`src/rtl/spi_burst_pkg.sv`:
```
package spi_burst_pkg;

  typedef enum logic [2:0] {
    A_CTRL  = 3'd0,
    A_DIV   = 3'd1,
    A_TOTAL = 3'd2,
    A_SRC   = 3'd3,
    A_TXD   = 3'd4,
    A_RXD   = 3'd5,
    A_STAT  = 3'd6
  } reg_addr_e;

  localparam int CTL_EN   = 0;
  localparam int CTL_MST  = 1;
  localparam int CTL_TXFL = 2;
  localparam int CTL_RXFL = 3;
  localparam int CTL_GO   = 4;
  localparam int CTL_SRST = 5;

  localparam int           DIV_W     = 13;
  localparam logic [12:0]  DIV_RESET = 13'h1000;
  localparam int           SRST_LEN  = 3;

  typedef enum logic [1:0] { ENG_IDLE, ENG_SHIFT, ENG_TAIL } eng_state_e;

  // Reference cycles per half period of the serial clock.
  function automatic logic [15:0] half_period(input logic [12:0] div);
    if (div[12]) return {8'd0, div[7:0]} + 16'd1;
    else         return 16'd1 << div[11:8];
  endfunction

endpackage

```
`src/rtl/spi_burst_fifo.sv`:
```
module spi_burst_fifo #(
  parameter int DEPTH = 64,
  parameter int WIDTH = 8,
  localparam int AW = $clog2(DEPTH),
  localparam int LW = AW + 1
) (
  input  logic             clk,
  input  logic             rst_n,
  input  logic             flush,
  input  logic             push,
  input  logic [WIDTH-1:0] wdata,
  input  logic             pop,
  output logic [WIDTH-1:0] rdata,
  output logic             full,
  output logic             empty,
  output logic [LW-1:0]    level
);
  logic [WIDTH-1:0] mem [DEPTH];
  logic [AW-1:0]    wp, rp;
  logic             do_push, do_pop;

  assign full    = (level == LW'(DEPTH));
  assign empty   = (level == '0);
  assign do_push = push && !full;
  assign do_pop  = pop && !empty;
  assign rdata   = mem[rp];

  always_ff @(posedge clk or negedge rst_n) begin
    if (!rst_n) begin
      wp <= '0; rp <= '0; level <= '0;
    end else if (flush) begin
      wp <= '0; rp <= '0; level <= '0;
    end else begin
      if (do_push) wp <= wp + AW'(1);
      if (do_pop)  rp <= rp + AW'(1);
      level <= level + LW'(do_push) - LW'(do_pop);
    end
  end

  always_ff @(posedge clk) begin
    if (do_push && !flush) mem[wp] <= wdata;
  end
endmodule

```
`src/rtl/spi_burst_engine.sv`:
```
module spi_burst_engine
  import spi_burst_pkg::*;
#(
  parameter int CNT_W = 16
) (
  input  logic             clk,
  input  logic             rst_n,
  input  logic             abort,
  input  logic             start,
  input  logic [CNT_W-1:0] total_len,
  input  logic [CNT_W-1:0] src_len,
  input  logic [15:0]      half,
  input  logic [7:0]       tx_byte,
  input  logic             tx_empty,
  output logic             tx_pop,
  output logic [7:0]       rx_byte,
  output logic             rx_push,
  output logic             sck,
  output logic             cs_n,
  output logic             mosi,
  input  logic             miso,
  output logic             busy,
  output logic             byte_end,
  output logic             sck_tick
);
  eng_state_e       state;
  logic [15:0]      div_cnt;
  logic [7:0]       tx_sh, rx_sh;
  logic [2:0]       bit_cnt;
  logic [CNT_W-1:0] done_cnt, used_cnt, used_now;
  logic             last_byte, load, need_src;
  logic [7:0]       next_byte;

  assign sck_tick  = (state != ENG_IDLE) && (div_cnt >= half - 16'd1);
  assign byte_end  = (state == ENG_SHIFT) && sck_tick && sck && (bit_cnt == 3'd7);
  assign last_byte = (done_cnt + CNT_W'(1)) == total_len;
  assign load      = ((state == ENG_IDLE) && start) || (byte_end && !last_byte);
  assign used_now  = (state == ENG_IDLE) ? '0 : used_cnt;
  assign need_src  = used_now < src_len;
  assign tx_pop    = load && need_src && !tx_empty;
  assign next_byte = tx_pop ? tx_byte : 8'h00;
  assign rx_push   = byte_end;
  assign rx_byte   = rx_sh;
  assign mosi      = !cs_n && tx_sh[7];
  assign busy      = (state != ENG_IDLE);

  always_ff @(posedge clk or negedge rst_n) begin
    if (!rst_n) begin
      state <= ENG_IDLE; div_cnt <= '0; sck <= 1'b0; cs_n <= 1'b1;
      tx_sh <= '0; rx_sh <= '0; bit_cnt <= '0; done_cnt <= '0; used_cnt <= '0;
    end else if (abort) begin
      state <= ENG_IDLE; div_cnt <= '0; sck <= 1'b0; cs_n <= 1'b1;
      tx_sh <= '0; rx_sh <= '0; bit_cnt <= '0; done_cnt <= '0; used_cnt <= '0;
    end else begin
      if (state != ENG_IDLE) div_cnt <= sck_tick ? 16'd0 : div_cnt + 16'd1;
      unique case (state)
        ENG_IDLE: if (start) begin
          state    <= ENG_SHIFT;
          cs_n     <= 1'b0;
          div_cnt  <= '0;
          bit_cnt  <= '0;
          done_cnt <= '0;
          tx_sh    <= next_byte;
          used_cnt <= CNT_W'(need_src);
        end
        ENG_SHIFT: if (sck_tick) begin
          if (!sck) begin
            sck   <= 1'b1;
            rx_sh <= {rx_sh[6:0], miso};
          end else begin
            sck <= 1'b0;
            if (bit_cnt == 3'd7) begin
              bit_cnt  <= '0;
              done_cnt <= done_cnt + CNT_W'(1);
              if (last_byte) state <= ENG_TAIL;
              else begin
                tx_sh    <= next_byte;
                used_cnt <= used_cnt + CNT_W'(need_src);
              end
            end else begin
              tx_sh   <= {tx_sh[6:0], 1'b0};
              bit_cnt <= bit_cnt + 3'd1;
            end
          end
        end
        ENG_TAIL: if (sck_tick) begin
          state <= ENG_IDLE;
          cs_n  <= 1'b1;
        end
        default: state <= ENG_IDLE;
      endcase
    end
  end
endmodule

```
`src/rtl/spi_burst_master.sv`:
```
module spi_burst_master
  import spi_burst_pkg::*;
#(
  parameter int DEPTH = 64,
  parameter int CNT_W = 16,
  localparam int LW = $clog2(DEPTH) + 1
) (
  input  logic        clk,
  input  logic        rst_n,
  input  logic        bus_wr,
  input  logic        bus_rd,
  input  logic [2:0]  bus_addr,
  input  logic [15:0] bus_wdata,
  output logic [31:0] bus_rdata,
  output logic        spi_sck,
  output logic        spi_cs_n,
  output logic        spi_mosi,
  input  logic        spi_miso
);
  logic             en_q, mst_q, underflow_q;
  logic [DIV_W-1:0] div_q;
  logic [CNT_W-1:0] total_q, src_q;
  logic [1:0]       srst_cnt;
  logic             srst_act, wr_ctrl, go, tx_wr, rx_rd;
  logic             tx_flush, rx_flush, tx_pop, rx_push, tx_full, tx_empty, rx_full, rx_empty;
  logic             eng_busy, byte_end, sck_tick;
  logic [7:0]       tx_head, rx_head, rx_byte;
  logic [LW-1:0]    tx_level, rx_level;
  logic [31:0]      stat_word;

  assign srst_act = (srst_cnt != 2'd0);
  assign wr_ctrl  = bus_wr && (bus_addr == A_CTRL);
  assign tx_wr    = bus_wr && (bus_addr == A_TXD) && !srst_act;
  assign rx_rd    = bus_rd && (bus_addr == A_RXD);
  assign tx_flush = (wr_ctrl && bus_wdata[CTL_TXFL]) || srst_act;
  assign rx_flush = (wr_ctrl && bus_wdata[CTL_RXFL]) || srst_act;
  assign go = wr_ctrl && bus_wdata[CTL_GO] && bus_wdata[CTL_EN] && bus_wdata[CTL_MST]
              && !bus_wdata[CTL_SRST] && (total_q != '0) && !eng_busy && !srst_act;

  always_ff @(posedge clk or negedge rst_n) begin
    if (!rst_n) begin
      en_q <= 1'b0; mst_q <= 1'b0; div_q <= DIV_RESET;
      total_q <= '0; src_q <= '0; srst_cnt <= '0; underflow_q <= 1'b0;
    end else begin
      if (wr_ctrl) begin
        en_q  <= bus_wdata[CTL_EN];
        mst_q <= bus_wdata[CTL_MST];
      end
      if (wr_ctrl && bus_wdata[CTL_SRST]) srst_cnt <= 2'(SRST_LEN);
      else if (srst_act)                  srst_cnt <= srst_cnt - 2'd1;
      if (bus_wr && bus_addr == A_DIV) div_q <= bus_wdata[DIV_W-1:0];
      if (srst_act) begin
        total_q <= '0; src_q <= '0;
      end else if (!eng_busy && bus_wr) begin
        if (bus_addr == A_TOTAL) total_q <= CNT_W'(bus_wdata);
        if (bus_addr == A_SRC)   src_q   <= CNT_W'(bus_wdata);
      end
      if (rx_flush)                 underflow_q <= 1'b0;
      else if (rx_rd && rx_empty)   underflow_q <= 1'b1;
    end
  end

  spi_burst_fifo #(.DEPTH(DEPTH), .WIDTH(8)) u_txq (
    .clk(clk), .rst_n(rst_n), .flush(tx_flush), .push(tx_wr), .wdata(bus_wdata[7:0]),
    .pop(tx_pop), .rdata(tx_head), .full(tx_full), .empty(tx_empty), .level(tx_level));

  spi_burst_fifo #(.DEPTH(DEPTH), .WIDTH(8)) u_rxq (
    .clk(clk), .rst_n(rst_n), .flush(rx_flush), .push(rx_push), .wdata(rx_byte),
    .pop(rx_rd), .rdata(rx_head), .full(rx_full), .empty(rx_empty), .level(rx_level));

  spi_burst_engine #(.CNT_W(CNT_W)) u_eng (
    .clk(clk), .rst_n(rst_n), .abort(srst_act), .start(go),
    .total_len(total_q), .src_len(src_q), .half(half_period(div_q)),
    .tx_byte(tx_head), .tx_empty(tx_empty), .tx_pop(tx_pop),
    .rx_byte(rx_byte), .rx_push(rx_push),
    .sck(spi_sck), .cs_n(spi_cs_n), .mosi(spi_mosi), .miso(spi_miso),
    .busy(eng_busy), .byte_end(byte_end), .sck_tick(sck_tick));

  always_comb begin
    stat_word = '0;
    stat_word[LW-1:0]   = rx_level;
    stat_word[8+:LW]    = tx_level;
    stat_word[16]       = underflow_q;
  end

  always_comb begin
    unique case (bus_addr)
      A_CTRL:  bus_rdata = {26'd0, srst_act, eng_busy, 2'b00, mst_q, en_q};
      A_DIV:   bus_rdata = {19'd0, div_q};
      A_TOTAL: bus_rdata = 32'(total_q);
      A_SRC:   bus_rdata = 32'(src_q);
      A_RXD:   bus_rdata = rx_empty ? 32'd0 : {24'd0, rx_head};
      A_STAT:  bus_rdata = stat_word;
      default: bus_rdata = 32'd0;
    endcase
  end
endmodule

```
`config.mk`:
```
export PLATFORM = sky130hd
export DESIGN_NAME = spi_burst_master
export DESIGN_NICKNAME = d
export VERILOG_FILES = /design/src/rtl/spi_burst_pkg.sv /design/src/rtl/spi_burst_fifo.sv /design/src/rtl/spi_burst_engine.sv /design/src/rtl/spi_burst_master.sv
export SDC_FILE = /design/constraint.sdc
export NUM_CORES = 1
export LEC_CHECK = 0
export BUFFER_PORTS_ARGS = -buffer_cell sky130_fd_sc_hd__buf_2
export CAP_MARGIN = 20
export CORE_ASPECT_RATIO = 2
export CORE_MARGIN = 2
export CORE_UTILIZATION = 62
export CTS_BUF_LIST = sky130_fd_sc_hd__clkbuf_8
export DETAILED_ROUTE_END_ITERATION = 6
export MAX_ROUTING_LAYER = met4
export PLACE_DENSITY = 0.81
export REMOVE_ABC_BUFFERS = 1
export SLEW_MARGIN = 20
export SYNTH_ARGS = -nofsm -noshare
export SYNTH_HDL_FRONTEND = slang
export SYNTH_SLANG_ARGS = --single-unit
```
`constraint.sdc`:
```
create_clock -name clk -period 6.67 [get_ports clk]
set_clock_uncertainty 0.05 [all_clocks]
set_input_delay 0.3335 -clock clk [delete_from_list [all_inputs] [get_ports clk]]
set_output_delay 0.3335 -clock clk [all_outputs]
set_load 0.05 [all_outputs]
```
* Word-level counts from Yosys, hierarchy flattened
Memories as Yosys holds them, arrays and structs flattened.
Index checks and enable logic that the tools add are counted.
** Word-level totals
- Bits in registers :: 159
- Output and inout bits :: 35
- Logic and storage cells :: 219
- RAM bits :: 1024
- Memories kept :: 2
** Cells by class
- Equal/unequal tests :: 21
- $add $sub $neg :: 15
- Muxes and demuxes :: 80
- Shifts and indexed selects :: 1
- Magnitude comparators :: 2
- Reduce and logical (&&, ||, !) cells :: 76
** Memory list
- u_rxq.mem :: words 64, width 8, read ports 1, clocked after Yosys merged registers in 0, write ports 1, line spi_burst_fifo.sv:18 : logic [WIDTH-1:0] mem [DEPTH];
- u_txq.mem :: words 64, width 8, read ports 1, clocked after Yosys merged registers in 0, write ports 1, line spi_burst_fifo.sv:18
** Operators with widths (number)
- 16-bit 2-to-1 mux :: 24
- 17-bit one-hot mux with 6 select lines :: 1
- 8-bit 2-to-1 mux :: 12
- 16-bit one-hot mux with 2 select lines :: 2
- 6-bit 2-to-1 mux :: 8
- 16-bit by 1-bit adder with 16-bit output (second input constant) :: 2
- 1-bit logical AND :: 32
- 2-bit nonzero test :: 13
- 6-bit by 1-bit adder with 6-bit output (second input constant) :: 4
- 2-bit 2-to-1 mux :: 9
- 16-bit by 1-bit adder with 16-bit output :: 1
- 16-bit == test :: 1
- 16-bit >= comparator :: 1
- 16-bit less-than comparator :: 1
- 8-bit one-hot mux with 2 select lines :: 1
- 16-bit nonzero test :: 1
- 1-bit by 4-bit << shifter with 16-bit output (first input constant) :: 1
- 16-bit by 1-bit subtractor with 16-bit output (second input constant) :: 1
- 3-bit 2-to-1 mux :: 5
- 3-bit by 2-bit inequality test with 1-bit output (second input constant) :: 5
- 7-bit by 1-bit adder with 7-bit output :: 2
- 7-bit == test (second input constant) :: 2
- 7-bit zero test :: 2
- 7-bit 2-to-1 mux :: 2
- 26 further kinds :: 62

* Longest topological paths before layout
Gate-level depths: netlist of the first run.
- Depth after elaboration :: 20
- Mapped depth :: 30

* Hierarchy
From an unflattened synthesis of the first run, not the netlist that was laid out.
** Second synthesis, totals
- Cell total of the unflattened synthesis :: 3158
- Area, all modules :: 50845.0 um^2
** By module, submodules not included
- spi_burst_fifo at u_rxq :: sequential area each 15850.2 um^2, cells an instance 1095, area an instance 21045.2 um^2, instances 1
- spi_burst_fifo at u_txq :: sequential area each 15850.2 um^2, cells an instance 1094, area an instance 21035.2 um^2, instances 1
- spi_burst_engine :: sequential area each 1778.0 um^2, cells an instance 608, area an instance 5467.7 um^2, instances 1
- spi_burst_master :: sequential area each 1252.5 um^2, cells an instance 361, area an instance 3296.9 um^2, instances 1

* Worst setup path before layout of the first run
OpenSTA, ideal clock, no wires.
- Path kind :: flip-flop to flip-flop
- Start point :: reg div_q[12]
- End point :: reg u_txq.level[6]
- Stages on the path, launching flop included :: 31
- Required time :: 6.542 ns
- Buffers on the path :: 4
- Clock period less this slack :: 6.014 ns
- Library setup time :: 0.078 ns
- Setup slack :: 0.656 ns
- Arrival :: 5.886 ns
- Path through :: dfstp_2 -> clkbuf_1 -> clkbuf_1 -> nor4_1 -> a22oi_1 -> ha_1 -> nand4_1 -> nor3_1 -> and2_1 -> clkbuf_1 -> mux2_2 -> a32oi_1 -> ha_1 -> nand2_1 -> o21a_1 -> o21ai_0 -> a21o_1 -> and3_1 -> a22oi_2 -> buf_2 -> inv_2 -> ha_1 -> inv_1 -> ha_1 -> fa_1 -> a21oi_1 -> o21bai_1 -> a21oi_1 -> nor2_1 -> or3_1 -> a21oi_1
** On the way
- Word-level cells in the longest chain between the ends :: 14
** Ends and longest elaborated chain
- start: declaration :: line spi_burst_master.sv:21 : logic [DIV_W-1:0] div_q;
- start signal: assignment :: line spi_burst_master.sv:51 : if (bus_wr && bus_addr == A_DIV) div_q <= bus_wdata[DIV_W-1:0];
- 16-bit 2-to-1 mux :: line spi_burst_pkg.sv:28 : if (div[12]) return {8'd0, div[7:0]} + 16'd1;
- 16-bit by 1-bit subtractor with 16-bit output :: line spi_burst_engine.sv:34 : assign sck_tick = (state != ENG_IDLE) && (div_cnt >= half - 16'd1);
- 16-bit >= comparator :: line spi_burst_engine.sv:34
- 1-bit logical AND :: line spi_burst_engine.sv:34
- 1-bit logical AND (3 in series) :: line spi_burst_engine.sv:35 : assign byte_end = (state == ENG_SHIFT) && sck_tick && sck && (bit_cnt == 3'd7);
- 1-bit logical AND :: line spi_burst_engine.sv:37 : assign load = ((state == ENG_IDLE) && start) || (byte_end && !last_byte);
- 1-bit logical OR :: line spi_burst_engine.sv:37
- 1-bit logical AND (2 in series) :: line spi_burst_engine.sv:40 : assign tx_pop = load && need_src && !tx_empty;
- 1-bit logical AND :: line spi_burst_fifo.sv:25 : assign do_pop = pop && !empty;
- 7-bit by 1-bit subtractor with 7-bit output :: line spi_burst_fifo.sv:36 : level <= level + LW'(do_push) - LW'(do_pop);
- 7-bit 2-to-1 mux :: line spi_burst_fifo.sv:31 : end else if (flush) begin
- end signal: assignment :: line spi_burst_fifo.sv:36
- end: declaration :: line spi_burst_fifo.sv:16 : output logic [LW-1:0] level
No other way between the ends.
A chain may end at the register's enable or synchronous reset.

* Worst setup path after layout of the first run
Ends and elaborated chain as after synthesis.

==> impl_metrics.csv, run 1 <==
group,metric,value,unit
clocking,cts.sinks,1183,
placement,post-dp-hpwl,80280,um
min_path,hold_depth,3,
pwr,powerDensity,272.6,nW/um2
drt,wire_per_inst,29.72,um
grt,grt_max_degree,98,
grt,grt_usage,31.52,%
synthesis,synth_edf_count,1024,
job,cap_violations,0,
synthesis,synthCells,2856,
sta,rsz0062_at_grt,"false",
die,coreArea,79280,um2
critical_path,r2r-end,"u_txq.level[6]",
drt,drt-total-wl,121900,um
critical_path,worst-path-max-fanout,21,
synthesis,synth_top_family_by_area,"multiplexers",
critical_path,r2r_slack,530,ps
synthesis,synth_cell_type_count,78,
die,num_rows,146,
synthesis,avgSynthCellArea,17.37,um2
clocking,post_cts_buffers,0,
sta,fin_crit_sh,92.10,%
synthesis,synth_compound_area_share,4.550,%
clocking,insertion_delay,840,ps
critical_path,path_class,"flip-flop to flip-flop",
clocking,post_cts_resized,0,
synthesis,synthesis.area,49610,um2
drt,dr.pass1.iters,7,
cells_and_area,area_delta_synth_final,8.633,%
drt,drtIter0Drc,2781,
run_status,status,"complete, but fails checks",
clocking,cts_tree,"built",
synthesis,synthArstFlopShare,13.44,%
critical_path,cp.arrival,6820,ps
drt,ant_nets,0,
critical_path,required,7350,ps
die,die-area,82430,um2
clocking,cts-root-buf,"clkbuf_8",
cells_and_area,drive_gt1_share,21.33,%
run_status,violations,"design-rule violations",
clocking,cts_hold_buf,13,
drt,vias_per_cell,6.658,
min_path,hp-class,"input pin to flip-flop",
sta,fmax,162.8,MHz
synthesis,ys_seq_elements,1183,
grt,overflow,0,
synthesis,synthMuxAreaShare,14.38,%
drt,drc,2,
sta,hold-worst-slack,87.47,ps
die,start_util,62.58,%
cells_and_area,final_nets,3028,
sta,hold_viol,0,
min_path,hold_end,"underflow_q",
drt,num_vias,27300,
synthesis,yosysSeqAreaShare,70.01,%
critical_path,reg2regPathDepth,26,
clocking,ctsLongestPathBuffers,3,
synthesis,synth_warnings,0,
cells_and_area,postLayoutCellArea,53890,um2
die,die_x,204.0,um
die,io_pins,59,
critical_path,critPathCaptureType,"flip-flop",
synthesis,synth_ff_type,"edfxtp_1",
synthesis,synth-adder-area-share,1.644,%
die,die_height,404.0,um
sta,period_minus_slack,6143,ps
clocking,clk_transition_reported_paths,70,ps
pwr,p_total,14.69,mW
critical_path,r2r-start,"div_q[12]",
grt,antenna_found_initial,1,
sta,worst-slew-pin-transition,1119,ps
sta,slew_headroom,25.11,%
sta,slew_violations,0,
critical_path,start_kind,"flip-flop",
pwr,peakVddDrop,276.5,uV
placement,portBuffers,43,
synthesis,synth-simple-area-share,6.093,%
grt,grt_pass1_wl,180300,um
clocking,htreeDepth,4,
clocking,cts_inserted_buffers,152,
sta,setup_viol,0,
pwr,leakagePower,17.92,nW
placement,gp_congestion,0.9196,
synthesis,synth_xor_area_share,1.448,%
min_path,hp-start,"bus_addr[2]",
grt,grt_pass1_vias,27940,
placement,dpl_cell_area,50780,um2
==> synth_stat cells, types with 6 or more instances <==
cell type | number | area share [%]
edfxtp_1 | 1024 | 62
nand4_1 | 24 | 0.30
nand2b_1 | 20 | 0.25
buf_4 | 16 | 0.24
clkbuf_1 | 108 | 0.82
a22o_1 | 14 | 0.25
a21oi_1 | 72 | 0.73
dfrtp_1 | 157 | 7.9
o21a_1 | 6 | 0.091
and2_1 | 29 | 0.37
nor3_1 | 19 | 0.19
nor2_1 | 225 | 1.7
a21boi_0 | 8 | 0.12
a21o_1 | 9 | 0.14
buf_2 | 27 | 0.27
and3_1 | 20 | 0.25
nor2b_1 | 15 | 0.19
mux4_2 | 296 | 13
o31ai_1 | 8 | 0.12
o22ai_1 | 15 | 0.19
nand2_1 | 146 | 1.1
nor4_1 | 12 | 0.15
xor2_1 | 39 | 0.69
or3_1 | 16 | 0.20
o21ai_0 | 97 | 0.98
xnor2_1 | 43 | 0.76
nor4_2 | 8 | 0.20
nand3b_1 | 13 | 0.20
nand3_1 | 42 | 0.42
ha_1 | 62 | 1.6
inv_1 | 45 | 0.34
mux2i_1 | 23 | 0.46
mux2_2 | 21 | 0.48
buf_1 | 20 | 0.15
a22oi_1 | 74 | 1.1
==> cells by family (layout without fill, tap and decap cells) <==
kind of cell,Yosys count,after routing
DFF,1183,1183
buffers and inverters,220,411
and+or+nand+nor,618,618
muxes,340,340
xor gates and xnor gates,82,82
adders and majority gates,64,64
other,1,18
AOI/OAI and AO/OA,348,348
==> critical path, stage by stage, from the launching register on <==
cell	delay (ps)
dfstp_2	730
nor4_1	110
a22oi_1	280
ha_1	260
nand4_1	110
nor3_1	280
and2_1	290
mux2_2	360
a32oi_1	220
ha_1	280
nand2_1	60
o21a_1	130
o21ai_0	130
a21o_1	250
and3_1	200
a22oi_2	280
inv_2	90
ha_1	280
inv_1	40
ha_1	200
fa_1	430
a21oi_1	160
o21bai_1	110
a21oi_1	160
nor2_1	60
or3_1	340
a21oi_1	150
==> state kept, by name (all words and copies together) (netlist names), 2 cells and up <==
name,count
srst_cnt,2
u_txq.level,7
u_txq.rp,6
u_eng.div_cnt,16
u_rxq.rp,6
u_eng.done_cnt,16
src_q,16
u_txq.mem,512
u_eng.state,2
total_q,16
u_rxq.mem,512
u_eng.tx_sh,8
u_txq.wp,6
u_eng.used_cnt,16
u_eng.bit_cnt,3
div_q,13
u_rxq.level,7
u_eng.rx_byte,8
u_rxq.wp,6
==> layout make-up <==
type | count | area, um2
antenna | 3 | 7.507
sequential | 1183 | 34780
tap | 1036 | 1296
clock buffer | 161 | 2216
inverter | 46 | 172.7
multi-input combinational | 1467 | 14030
clock inverter | 114 | 759.5
fill | 4971 | 25390
timing repair buffer | 90 | 631.9
==> layer usage <==
layer / track usage [%] / wire [um] / vias up
li1: - / - / 11480
met1: 33.92 / 39030 / 13950
met4: 20.75 / 9267 / 0
met3: 4.155 / 7310 / 426
met2: 54.45 / 66240 / 1446
met5: - / 0 / -
==> how the worst max path moves through the flow <==
stage	startpoint	endpoint	slack (ps)	depth (start not counted)
after detailed placement	div_q[12]	u_txq.level[6]	570	26
final	div_q[12]	u_txq.level[6]	530	26
after CTS	div_q[0]	u_txq.level[6]	530	26
after global routing	div_q[12]	u_txq.level[6]	70	26
after floorplan	u_rxq.rp[0]	bus_rdata[7]	-860	5
after global placement	div_q[0]	u_txq.level[6]	600	26
==> cells in the final DEF (no fill, tap or decap), types with 14 or more instances in the layout <==
cell and n:
a21oi_1 71, a22o_1 14, a22oi_1 74, and2_1 29, and3_1 20, buf_2 42, buf_4 32, clkbuf_8 161
clkinv_1 29, clkinv_2 18, conb_1 15, dfrtp_1 144, edfxtp_1 1024, ha_1 62, inv_1 86, mux2_2 21
mux2i_1 23, mux4_2 296, nand2_1 146, nand2b_1 20, nand3_1 42, nand4_1 24, nor2_1 224, nor3_1 19
o21ai_0 97, o22ai_1 15, or3_1 16, xnor2_1 43, xor2_1 39
==> metrics by stage <==
step / cells / setup WS, ps / setup TNS (ps) / utilization [%]
floorplan: 2696 / -858.7 / -5358 / -
detailed placement: 3809 / 566.0 / 0 / 64.05
global route: 4098 / 73.73 / 0 / 67.97
finish: 4100 / 527.2 / 0 / 67.98
global placement: 3809 / 595.7 / 0 / 64.05
CTS: 4097 / 532.6 / 0 / 67.97
==> power by group <==
| group | internal, mW | switching (mW) | leakage, nW | total [mW] |
|---|---|---|---|---|
| combinational | 0.363 | 0.848 | 4.48 | 1.21 |
| sequential | 8.10 | 0.183 | 11.8 | 8.28 |
| clock | 2.49 | 2.71 | 1.66 | 5.20 |
No activity file was read; power rests on OpenSTA's default activity.
==> inputs of run 2 (changes only) <==
==> constraint.sdc (replaced) <==
create_clock -name clk -period 6.67 [get_ports clk]
set_clock_uncertainty 0.05 [all_clocks]
set_input_delay 0.667 -clock clk [delete_from_list [all_inputs] [get_ports clk]]
set_output_delay 0.667 -clock clk [all_outputs]
set_load 0.05 [all_outputs]
==> impl_metrics.csv, run 2 (synthesis results as in run 1) <==
group,metric,value,unit
run_status,status,"finished clean",
placement,dpl_cell_area,50800,um2
grt,grt_pass1_wl,179100,um
critical_path,worst-path-max-fanout,8,
drt,num_vias,27170,
pwr,powerDensity,270.9,nW/um2
cells_and_area,final_cell_mix,"edfxtp_1 (1024), mux4_2 (296), nor2_1 (223)",
drt,drtIter0Drc,2883,
clocking,cts-root-buf,"clkbuf_8",
critical_path,required,7350,ps
sta,fmax,161.3,MHz
pwr,leakagePower,17.90,nW
drt,dr.pass1.iters,7,
drt,vias_per_cell,6.653,
clocking,cts_tree,"built",
cells_and_area,top_regs,"u_rxq.mem x512, u_txq.mem x512",
clocking,cts_inserted_buffers,149,
die,io_pins,59,
sta,period_minus_slack,6200,ps
clocking,post_cts_buffers,0,
pwr,p_total,14.56,mW
sta,setup_viol,0,
clocking,insertion_delay,840,ps
critical_path,cp.arrival,6880,ps
sta,fin_crit_sh,92.95,%
sta,slew_violations,0,
min_path,hp-class,"input pin to flip-flop",
critical_path,critPathCaptureType,"flip-flop",
die,num_rows,146,
grt,antenna_found_initial,1,
clocking,htreeDepth,4,
grt,grt_max_degree,105,
clocking,ctsLongestPathBuffers,3,
critical_path,start_kind,"flip-flop",
cells_and_area,post-route-util,67.79,%
sta,worst-slew-pin-transition,1092,ps
cells_and_area,layout_commonest_cell,"edfxtp_1",
sta,rsz0062_at_grt,"false",
sta,hold-worst-slack,70.25,ps
grt,grt_pass1_vias,28210,
cells_and_area,final_nets,3019,
placement,gp_congestion,0.9564,
clocking,clk_transition_reported_paths,70,ps
cells_and_area,area_delta_synth_final,8.333,%
drt,drt-total-wl,121100,um
clocking,post_cts_resized,0,
sta,slew_headroom,27.23,%
grt,overflow,0,
clocking,cts.sinks,1183,
die,coreArea,79280,um2
die,die_height,404.0,um
die,die-area,82430,um2
placement,post-dp-hpwl,81140,um
cells_and_area,postLayoutCellArea,53750,um2
grt,grt_usage,31.23,%
placement,portBuffers,43,
job,cap_violations,0,
drt,drc,0,
cells_and_area,drive_gt1_share,21.54,%
die,die_x,204.0,um
die,start_util,62.58,%
sta,hold_viol,0,
pwr,peakVddDrop,243.7,uV
clocking,cts_hold_buf,2,
drt,wire_per_inst,29.64,um
drt,ant_nets,0,
critical_path,path_class,"flip-flop to flip-flop",
## run 2: changes by cell type in the layout (fill, tap and decap cells not counted), moves of 4 or more
cell / previous run / this run
dlygate4sd3_1: 13 / 2
clkinv_1: 29 / 20
buf_4: 32 / 37
clkinv_8: 5 / 0
clkbuf_8: 161 / 165
clkinvlp_4: 7 / 3
inv_1: 86 / 90
inv_6: 2 / 6
## run 2: metal layers
metal	vias to the layer above	track usage, %	wire length, um
met5	-	-	0
met1	13790	33.28	38590
li1	11450	-	-
met2	1503	54.56	65800
met3	433	4.244	7812
met4	0	19.78	8853
## run 2: stage by stage
| step | std cells | setup TNS, ps | worst slack [ps] |
|---|---|---|---|
| after global routing | 4083 | 0 | 51.00 |
| final | 4084 | 0 | 470.1 |
| after detailed placement | 3813 | 0 | 561.1 |
| after floorplan | 2696 | -8026 | -1192 |
| after global placement | 3813 | 0 | 659.8 |
| after CTS | 4081 | 0 | 501.2 |
## run 2: power by group
part | internal [mW] | leakage (nW) | switching, mW
registers | 8.10 | 11.8 | 0.182
logic | 0.360 | 4.47 | 0.840
clock network | 2.49 | 1.65 | 2.59
total | 11.0 | 17.9 | 3.61
## run 2: worst paths after layout
kind	from	end	slack, ps	cells after the start
min in group asynchronous	rst_n	u_eng.used_cnt[0]	260	2
worst max-delay path	div_q[0]	u_txq.level[6]	470	26
worst min-delay path	bus_wdata[13]	total_q[13]	70	3
worst max register to register	div_q[0]	u_txq.level[6]	470	26
max in group asynchronous	rst_n	u_rxq.rp[0]	5110	3
worst min register to register	u_eng.bit_cnt[2]	u_eng.bit_cnt[2]	430	2
## run 2: cell type report
cell class / count / area, um2
Multi-Input combinational cell: 1467 / 14040
Antenna cell: 2 / 5.005
Inverter: 46 / 172.7
Clock inverter: 101 / 615.6
Tap cell: 1036 / 1296
Sequential cell: 1183 / 34780
Clock buffer: 165 / 2271
Fill cell: 4995 / 25540
Timing Repair Buffer: 84 / 566.8
## run 2: worst max-delay path, stage by stage, from the launching register on
cell and delay, ps:
dfrtp_1 480, ha_1 350, a22oi_1 290, ha_1 270, nand4_1 130, nor3_1 290, and2_1 290, mux2_2 360
a32oi_1 230, ha_1 280, nand2_1 70, o21a_1 120, o21ai_0 120, a21o_1 250, and3_1 190, a22oi_2 280
inv_2 90, ha_1 280, inv_1 50, ha_1 210, fa_1 440, a21oi_1 140, o21bai_1 110, a21oi_1 180
nor2_1 70, or3_1 340, a21oi_1 150
